===== config.mk =====
export PLATFORM = sky130hd
export DESIGN_NAME = multicore_dispatch
export DESIGN_NICKNAME = d
export VERILOG_FILES = /design/src/rtl/mcd_pkg.sv /design/src/rtl/mcd_sel_decode.sv /design/src/rtl/mcd_phase_timer.sv /design/src/rtl/mcd_result_sampler.sv /design/src/rtl/multicore_dispatch.sv
export SDC_FILE = /design/constraint.sdc
export NUM_CORES = 1
export LEC_CHECK = 0
export BUFFER_PORTS_ARGS = -buffer_cell sky130_fd_sc_hd__buf_2
export CAP_MARGIN = 25
export CORE_AREA = 2 2 108 110
export DETAILED_ROUTE_END_ITERATION = 16
export DIE_AREA = 0 0 110 112
export PLACE_DENSITY = 0.75
export SYNTH_ARGS = -nofsm -noshare
export SYNTH_HDL_FRONTEND = slang
export SYNTH_HIERARCHICAL = 1
export SYNTH_SLANG_ARGS = --single-unit

===== constraint.sdc =====
create_clock -name clk -period 3.6 [get_ports clk]
set_clock_uncertainty 0.2 [all_clocks]
set_input_delay 0.54 -clock clk [delete_from_list [all_inputs] [get_ports clk]]
set_output_delay 0.54 -clock clk [all_outputs]
set_load 0.01 [all_outputs]

===== src/rtl/mcd_pkg.sv =====
// Shared types for the multicore dispatch controller.
package mcd_pkg;
    // Kind of access performed in the current window.
    typedef enum logic {
        OP_WRITE = 1'b0,
        OP_READ  = 1'b1
    } op_e;
endpackage


===== src/rtl/mcd_sel_decode.sv =====
// Decodes a binary core index into a one-hot select and flags whether
// the index names an existing core. Assumes N_CORES >= 1.
module mcd_sel_decode #(
    parameter int N_CORES = 6,
    parameter int SEL_W   = 3
) (
    input  logic [SEL_W-1:0]   idx,
    output logic               in_range,
    output logic [N_CORES-1:0] onehot
);
    // Range check against the number of cores that exist.
    assign in_range = (int'(idx) < N_CORES);

    // One decoder bit per core.
    for (genvar g = 0; g < N_CORES; g++) begin : g_dec
        assign onehot[g] = (int'(idx) == g);
    end
endmodule


===== src/rtl/mcd_phase_timer.sv =====
// Counts the controller clocks of one core-clock period. A start pulse
// opens a window of RATIO clocks; phase runs 0..RATIO-1. Assumes RATIO >= 2
// and that start is only given while the window is closed.
module mcd_phase_timer #(
    parameter int RATIO = 4,
    localparam int PH_W = $clog2(RATIO)
) (
    input  logic            clk,
    input  logic            rst_n,
    input  logic            start,
    output logic            running,
    output logic [PH_W-1:0] phase,
    output logic            last
);
    // Window open flag and phase counter.
    always_ff @(posedge clk) begin
        if (!rst_n) begin
            running <= 1'b0;
            phase   <= '0;
        end else if (start) begin
            running <= 1'b1;
            phase   <= '0;
        end else if (running) begin
            if (last) running <= 1'b0;
            else      phase   <= phase + 1'b1;
        end
    end

    // Final clock of the window.
    assign last = running && (phase == PH_W'(RATIO - 1));

    a_r2_phase_bound: assert property (@(posedge clk) disable iff (!rst_n)
        running |-> (int'(phase) < RATIO));

    a_r2_no_early_close: assert property (@(posedge clk) disable iff (!rst_n)
        (running && !last) |=> running);

    a_r2_close_after_last: assert property (@(posedge clk) disable iff (!rst_n)
        (last && !start) |=> !running);
endmodule


===== src/rtl/mcd_result_sampler.sv =====
// Selects the addressed core's distance and category from the packed
// result buses and captures them on the capture strobe. Outputs hold
// between captures. Assumes sel is a valid index while capture is high.
module mcd_result_sampler #(
    parameter int N_CORES = 6,
    parameter int SEL_W   = 3,
    parameter int DIST_W  = 16,
    parameter int CAT_W   = 15
) (
    input  logic                       clk,
    input  logic                       rst_n,
    input  logic                       capture,
    input  logic [SEL_W-1:0]           sel,
    input  logic [N_CORES*DIST_W-1:0]  dist_bus,
    input  logic [N_CORES*CAT_W-1:0]   cat_bus,
    output logic [DIST_W-1:0]          dist_q,
    output logic [CAT_W-1:0]           cat_q
);
    logic [DIST_W-1:0] dist_arr [N_CORES];
    logic [CAT_W-1:0]  cat_arr  [N_CORES];
    logic [DIST_W-1:0] dist_mux;
    logic [CAT_W-1:0]  cat_mux;

    // Unpack the per-core result fields.
    for (genvar g = 0; g < N_CORES; g++) begin : g_unpack
        assign dist_arr[g] = dist_bus[g*DIST_W +: DIST_W];
        assign cat_arr[g]  = cat_bus[g*CAT_W +: CAT_W];
    end

    // Pick the selected core's fields.
    always_comb begin
        dist_mux = '0;
        cat_mux  = '0;
        for (int i = 0; i < N_CORES; i++) begin
            if (int'(sel) == i) begin
                dist_mux = dist_arr[i];
                cat_mux  = cat_arr[i];
            end
        end
    end

    // Capture register: the sampling stage for the slow-domain results.
    always_ff @(posedge clk) begin
        if (!rst_n) begin
            dist_q <= '0;
            cat_q  <= '0;
        end else if (capture) begin
            dist_q <= dist_mux;
            cat_q  <= cat_mux;
        end
    end

    a_r9_hold_between_captures: assert property (@(posedge clk) disable iff (!rst_n)
        !capture |=> ($stable(dist_q) && $stable(cat_q)));
endmodule


===== src/rtl/multicore_dispatch.sv =====
// Dispatch controller for parallel classifier cores on a slower clock.
// Takes one write or read request at a time, drives the chosen core for
// CLK_RATIO controller clocks, and for reads returns the captured
// distance and category with a one-cycle valid pulse. Assumes the core
// clock is phase-aligned so that one window equals one core period.
module multicore_dispatch #(
    parameter int N_CORES      = 6,
    parameter int ADDR_W       = 5,
    parameter int DATA_W       = 16,
    parameter int DIST_W       = 16,
    parameter int CAT_W        = 15,
    parameter int CLK_RATIO    = 4,
    parameter int SAMPLE_PHASE = 2,
    localparam int SEL_W = (N_CORES > 1) ? $clog2(N_CORES) : 1,
    localparam int PH_W  = $clog2(CLK_RATIO)
) (
    input  logic                       clk,
    input  logic                       rst_n,
    input  logic                       req_wr,
    input  logic                       req_rd,
    input  logic [SEL_W-1:0]           req_sel,
    input  logic [ADDR_W-1:0]          req_addr,
    input  logic [DATA_W-1:0]          req_data,
    output logic                       busy,
    output logic                       rsp_valid,
    output logic [DIST_W-1:0]          rsp_dist,
    output logic [CAT_W-1:0]           rsp_cat,
    output logic [N_CORES-1:0]         core_sel,
    output logic                       core_wr,
    output logic                       core_rd,
    output logic [ADDR_W-1:0]          core_addr,
    output logic [DATA_W-1:0]          core_wdata,
    input  logic [N_CORES*DIST_W-1:0]  core_dist_bus,
    input  logic [N_CORES*CAT_W-1:0]   core_cat_bus
);
    import mcd_pkg::*;

    logic               req_ok;
    logic [N_CORES-1:0] req_onehot;
    logic               start;
    logic               running;
    logic [PH_W-1:0]    phase;
    logic               last;
    logic               capture;
    op_e                op_q;
    logic [SEL_W-1:0]   sel_q;
    logic [N_CORES-1:0] onehot_q;
    logic [ADDR_W-1:0]  addr_q;
    logic [DATA_W-1:0]  data_q;

    mcd_sel_decode #(.N_CORES(N_CORES), .SEL_W(SEL_W)) u_dec (
        .idx      (req_sel),
        .in_range (req_ok),
        .onehot   (req_onehot)
    );

    // Accept a request only when idle and aimed at an existing core.
    assign start = (req_wr || req_rd) && req_ok && !running;

    mcd_phase_timer #(.RATIO(CLK_RATIO)) u_tmr (
        .clk     (clk),
        .rst_n   (rst_n),
        .start   (start),
        .running (running),
        .phase   (phase),
        .last    (last)
    );

    // Latch the accepted request; a read wins over a simultaneous write.
    always_ff @(posedge clk) begin
        if (!rst_n) begin
            op_q     <= OP_WRITE;
            sel_q    <= '0;
            onehot_q <= '0;
            addr_q   <= '0;
            data_q   <= '0;
        end else if (start) begin
            op_q     <= req_rd ? OP_READ : OP_WRITE;
            sel_q    <= req_sel;
            onehot_q <= req_onehot;
            addr_q   <= req_addr;
            data_q   <= req_data;
        end
    end

    // Drive the core control lines only inside a window.
    assign busy       = running;
    assign core_sel   = running ? onehot_q : '0;
    assign core_wr    = running && (op_q == OP_WRITE);
    assign core_rd    = running && (op_q == OP_READ);
    assign core_addr  = addr_q;
    assign core_wdata = data_q;

    // Sample point inside a read window.
    assign capture = core_rd && (phase == PH_W'(SAMPLE_PHASE));

    mcd_result_sampler #(
        .N_CORES (N_CORES),
        .SEL_W   (SEL_W),
        .DIST_W  (DIST_W),
        .CAT_W   (CAT_W)
    ) u_smp (
        .clk      (clk),
        .rst_n    (rst_n),
        .capture  (capture),
        .sel      (sel_q),
        .dist_bus (core_dist_bus),
        .cat_bus  (core_cat_bus),
        .dist_q   (rsp_dist),
        .cat_q    (rsp_cat)
    );

    // Valid pulse on the clock after a read window closes.
    always_ff @(posedge clk) begin
        if (!rst_n) rsp_valid <= 1'b0;
        else        rsp_valid <= last && (op_q == OP_READ);
    end

    a_r2_strobe_exclusive: assert property (@(posedge clk) disable iff (!rst_n)
        !(core_wr && core_rd));

    a_r2_busy_one_core: assert property (@(posedge clk) disable iff (!rst_n)
        busy |-> ($countones(core_sel) == 1));

    a_r6_window_steady: assert property (@(posedge clk) disable iff (!rst_n)
        (busy && !last) |=> (busy && $stable(core_sel) && $stable(core_addr) &&
                             $stable(core_wdata) && $stable(core_wr) && $stable(core_rd)));

    a_r7_idle_quiet: assert property (@(posedge clk) disable iff (!rst_n)
        !busy |-> (core_sel == '0 && !core_wr && !core_rd));

    a_r7_bad_index_dropped: assert property (@(posedge clk) disable iff (!rst_n)
        ((req_wr || req_rd) && !busy && int'(req_sel) >= N_CORES) |=> !busy);

    a_r5_single_pulse: assert property (@(posedge clk) disable iff (!rst_n)
        rsp_valid |=> !rsp_valid);

    a_r5_after_read: assert property (@(posedge clk) disable iff (!rst_n)
        rsp_valid |-> ($past(core_rd) && !busy));
endmodule


==> results list <==
- STA classifies the critical path startpoint as a register.
- Sequential cells burn 33.6% of the power.
- The run finished with clean final reports.
- TritonCTS built the clock tree.
* Top Ports: 276
- The largest individual stage delay along the critical path comes from the cell sky130_fd_sc_hd__nand3b_2.
* Core Area: 11,200 um^2
* Setup violations, final: 0
* Clock network latency to the later pin of the worst-skew pair: 0.32 ns
- DRC marker count from the first detailed-route iteration: 253
- The clock passes through at most 2 buffers.
* Initial Utilization: 38.7%
* Synthesized area divided by synthesized cell count: 9.50 um^2
- In the routed layout, each cell is associated on average with a via count of 5.33.
- The hold violation total from the final report came to 0.
- Sequential elements use 30.6% of the synthesized area.
* Switching share of power: 25.1%
* Part of the power in the clock network: 44.3%
* TritonCTS buffer count: 9
- On the worst path, the slowest cell contributes a delay of 0.70 ns.
- Core occupancy in the finished layout: 54.0%
- Count of hold-fix buffers inserted at cts: 0
* Capturing element type of the critical path: register
* Global placement routability congestion: 0.811
* Syn Nets: 670
- Setup repair after global routing left no endpoint under its margin.
* VDD IR-drop max: 0.215 mV
- The net count of the finished layout is 921.
- WP data required: 3.59 ns
- The number of different library cells used by synthesis comes to 35.
* Total global routing track utilization: 22.1%
- The clock drives 66 sinks.
- CP max FO: 64
* Number of global-route vias before repair: 4,547
* Pins Over Slew Limit: 0
- Count of buffers inserted at the top-level ports: 275
* Clock root cell: sky130_fd_sc_hd__clkbuf_16
* DIE AREA: 12,300 um^2
- First-pass GRT wire length: 21,600 um
* Worst Hold Class: register to register
- The clock period could shrink to 2.56 ns.
* Flip-flop and latch count after synthesis: 66
- Final TNS setup: 0 ns
* Clock transition at path regs: 0.06 ns
- NetSw: 582 uW
* Width of the die: 110 um
- Initial antenna violation count: 2
* FF-to-FF setup slack: 1.04 ns
- The count of nets left with antenna violations once routing finished came out at 0.
* Worst Max-Slew Pin Slew: 0.852 ns
- The floorplan has 39 rows.
- Of the cells placed in the final design, the portion with a size suffix greater than 1 is 51.8%.
* Area added between synthesis and finish: 39.6%
- Height of the die: 112 um
- Once the clock tree was built, the resizer swapped 0 gates to a different size.
- The first TritonRoute pass finished after 5 iterations.
* Remaining Overflow, GRT: 0
* Power Internal: 1.73 mW
- After clock tree synthesis, the setup repair step added 0 buffers.
- The signal on the critical path passes through buf_4 -> nand3b_2 -> o21ai_0 -> a22oi_1.
- In the final routed layout, each cell accounts on average for 16.7 um.
* Max-cap violations: 0
* Fin crit share: 71.1%
* Total number of yosys warnings: 6
- Final wirelength: 14,300 um
- Max H-tree Level: 3
* Pin count of the biggest net entering global routing: 67
- After synthesis the cells add up to 4320 um^2.
* Via count: 4,565
* Power density normalized to cell area: 384 nW/um^2
- Final routed DRC violation total: 0
* Critical path class: register to register
- Crit path DAT: 2.56 ns
* Worst relative slew slack: 43.2%
- Combinational fraction of design power: 22.1%
* Highest clock rate: 391 MHz
- Synthesis produced a netlist whose cell count is 455.
- Summed over all cells, the static leakage comes to 2.88 nW.
- DP HPWL: 10,500 um
==> cell families (layout without fill, tap and decap cells) <==
logic type                 Yosys count  count (layout)  share of synthesized area (%)
AOI/OAI and AO/OA                  125             125                           21.0
xor gates and xnor gates             1               1                          0.203
adders and majority gates            1               1                          0.289
buffers and inverters               45             301                           6.83
DFF                                 66              66                           30.6
muxes                               93              93                           27.8
other                                0               2                              0
and+or+nand+nor                    124             124                           13.4
==> path summary, 6_finish.rpt <==
path	startpoint	depth (start not counted)	endpoint
max	sel_q[0]	4	u_smp/cat_q[13]
min	core_addr[4]	2	core_addr[4]
max reg2reg	sel_q[0]	4	u_smp/cat_q[13]
min reg2reg	core_addr[4]	2	core_addr[4]
==> state kept, by name (all words and copies together), names as in the netlist <==
register       count
op_q               1
onehot_q           6
core_wdata        16
u_smp/cat_q       15
u_tmr/phase        2
sel_q              3
u_tmr/running      1
u_smp/dist_q      16
rsp_valid          1
core_addr          5
==> worst max-delay path: cells and delay by family, from the launching register on <==
kind                   cells  cell delay [ns]
DFF                        1             0.33
buffers and inverters      1             0.63
AOI/OAI and AO/OA          2             0.56
and+or+nand+nor            1             0.70
==> metal layers <==
metal / vias to the layer above / track usage, % / wire, um
met1: 2145 / 23.9 / 5470
met3: 18 / 6.15 / 1310
met5: - / 0 / 0
met2: 207 / 40.5 / 7240
li1: 2195 / - / -
met4: 0 / 7.51 / 246
==> power groups by stage <==
stage | logic (mW) | registers [mW] | clock network (mW)
after floorplan | 0.328 | 0.799 | 0
after global placement | 0.501 | 0.793 | 0
after detailed placement | 0.509 | 0.794 | 0
after CTS | 0.512 | 0.779 | 1.05
after global routing | 0.552 | 0.783 | 1.09
final | 0.512 | 0.779 | 1.03
==> stage by stage <==
| stage | setup slack (ns) | hold slack [ns] | power [mW] | instances | area [um^2] |
|---|---|---|---|---|---|
| after detailed placement | 1.04 | 0.242 | 1.30 | 838 | 5680 |
| final | 1.04 | 0.255 | 2.32 | 856 | 6030 |
| after CTS | 1.01 | 0.248 | 2.34 | 854 | 6030 |
| after floorplan | 1.64 | 0.230 | 1.13 | 455 | 4320 |
| after global routing | 0.849 | 0.258 | 2.42 | 856 | 6030 |
| after global placement | 1.14 | 0.240 | 1.29 | 838 | 5680 |
==> cell usage after synthesis <==
library cell / n / area share, %
sky130_fd_sc_hd__nand2_1: 93 / 8.1
sky130_fd_sc_hd__dfxtp_1: 66 / 31
sky130_fd_sc_hd__a22oi_1: 62 / 11
sky130_fd_sc_hd__mux2_4: 51 / 18
sky130_fd_sc_hd__mux2i_1: 31 / 7.2
sky130_fd_sc_hd__o21ai_0: 31 / 3.6
sky130_fd_sc_hd__o221ai_1: 30 / 6.1
sky130_fd_sc_hd__buf_2: 20 / 2.3
sky130_fd_sc_hd__clkbuf_1: 13 / 1.1
sky130_fd_sc_hd__and2_1: 8 / 1.2
sky130_fd_sc_hd__buf_6: 6 / 1.6
sky130_fd_sc_hd__mux2_2: 6 / 1.6
sky130_fd_sc_hd__buf_8: 5 / 1.7
sky130_fd_sc_hd__mux2_1: 5 / 1.3
sky130_fd_sc_hd__nor2_1: 3 / 0.26
sky130_fd_sc_hd__nor3b_1: 3 / 0.52
sky130_fd_sc_hd__and3b_2: 2 / 0.46
sky130_fd_sc_hd__nand2b_1: 2 / 0.29
sky130_fd_sc_hd__nor2b_1: 2 / 0.29
sky130_fd_sc_hd__and2_2: 1 / 0.17
sky130_fd_sc_hd__and3_1: 1 / 0.14
sky130_fd_sc_hd__and3b_1: 1 / 0.20
sky130_fd_sc_hd__ha_1: 1 / 0.29
sky130_fd_sc_hd__inv_1: 1 / 0.087
sky130_fd_sc_hd__nand3_1: 1 / 0.12
sky130_fd_sc_hd__nand3b_1: 1 / 0.17
sky130_fd_sc_hd__nand3b_2: 1 / 0.26
sky130_fd_sc_hd__nand4b_1: 1 / 0.20
sky130_fd_sc_hd__nor2b_2: 1 / 0.20
sky130_fd_sc_hd__nor2b_4: 1 / 0.32
sky130_fd_sc_hd__nor3_1: 1 / 0.12
sky130_fd_sc_hd__nor3b_4: 1 / 0.43
sky130_fd_sc_hd__o21a_1: 1 / 0.17
sky130_fd_sc_hd__o221ai_2: 1 / 0.35
sky130_fd_sc_hd__xnor2_1: 1 / 0.20
==> cell usage in the layout, fill, tap and decap left out, types with 3 or more instances in the layout <==
| master | instances |
|---|---|
| sky130_fd_sc_hd__a22oi_1 | 62 |
| sky130_fd_sc_hd__and2_1 | 8 |
| sky130_fd_sc_hd__buf_2 | 275 |
| sky130_fd_sc_hd__buf_4 | 8 |
| sky130_fd_sc_hd__bufinv_16 | 3 |
| sky130_fd_sc_hd__clkbuf_16 | 9 |
| sky130_fd_sc_hd__dfxtp_1 | 64 |
| sky130_fd_sc_hd__mux2_1 | 5 |
| sky130_fd_sc_hd__mux2_2 | 6 |
| sky130_fd_sc_hd__mux2_4 | 51 |
| sky130_fd_sc_hd__mux2i_1 | 31 |
| sky130_fd_sc_hd__nand2_1 | 93 |
| sky130_fd_sc_hd__nor2_1 | 3 |
| sky130_fd_sc_hd__nor3b_1 | 3 |
| sky130_fd_sc_hd__o21ai_0 | 31 |
| sky130_fd_sc_hd__o221ai_1 | 30 |
==> final cells by class <==
type,instances,area (um^2)
clock buffers,10,239
diodes,2,5.00
flip-flops and latches,66,1320
fillers,1051,5140
well taps,143,179
repair buffers,284,1460
multi-input cells,344,2710
inverters,1,3.75
clock inverters,6,113
Note: power is estimated with default switching activity, not from simulation.
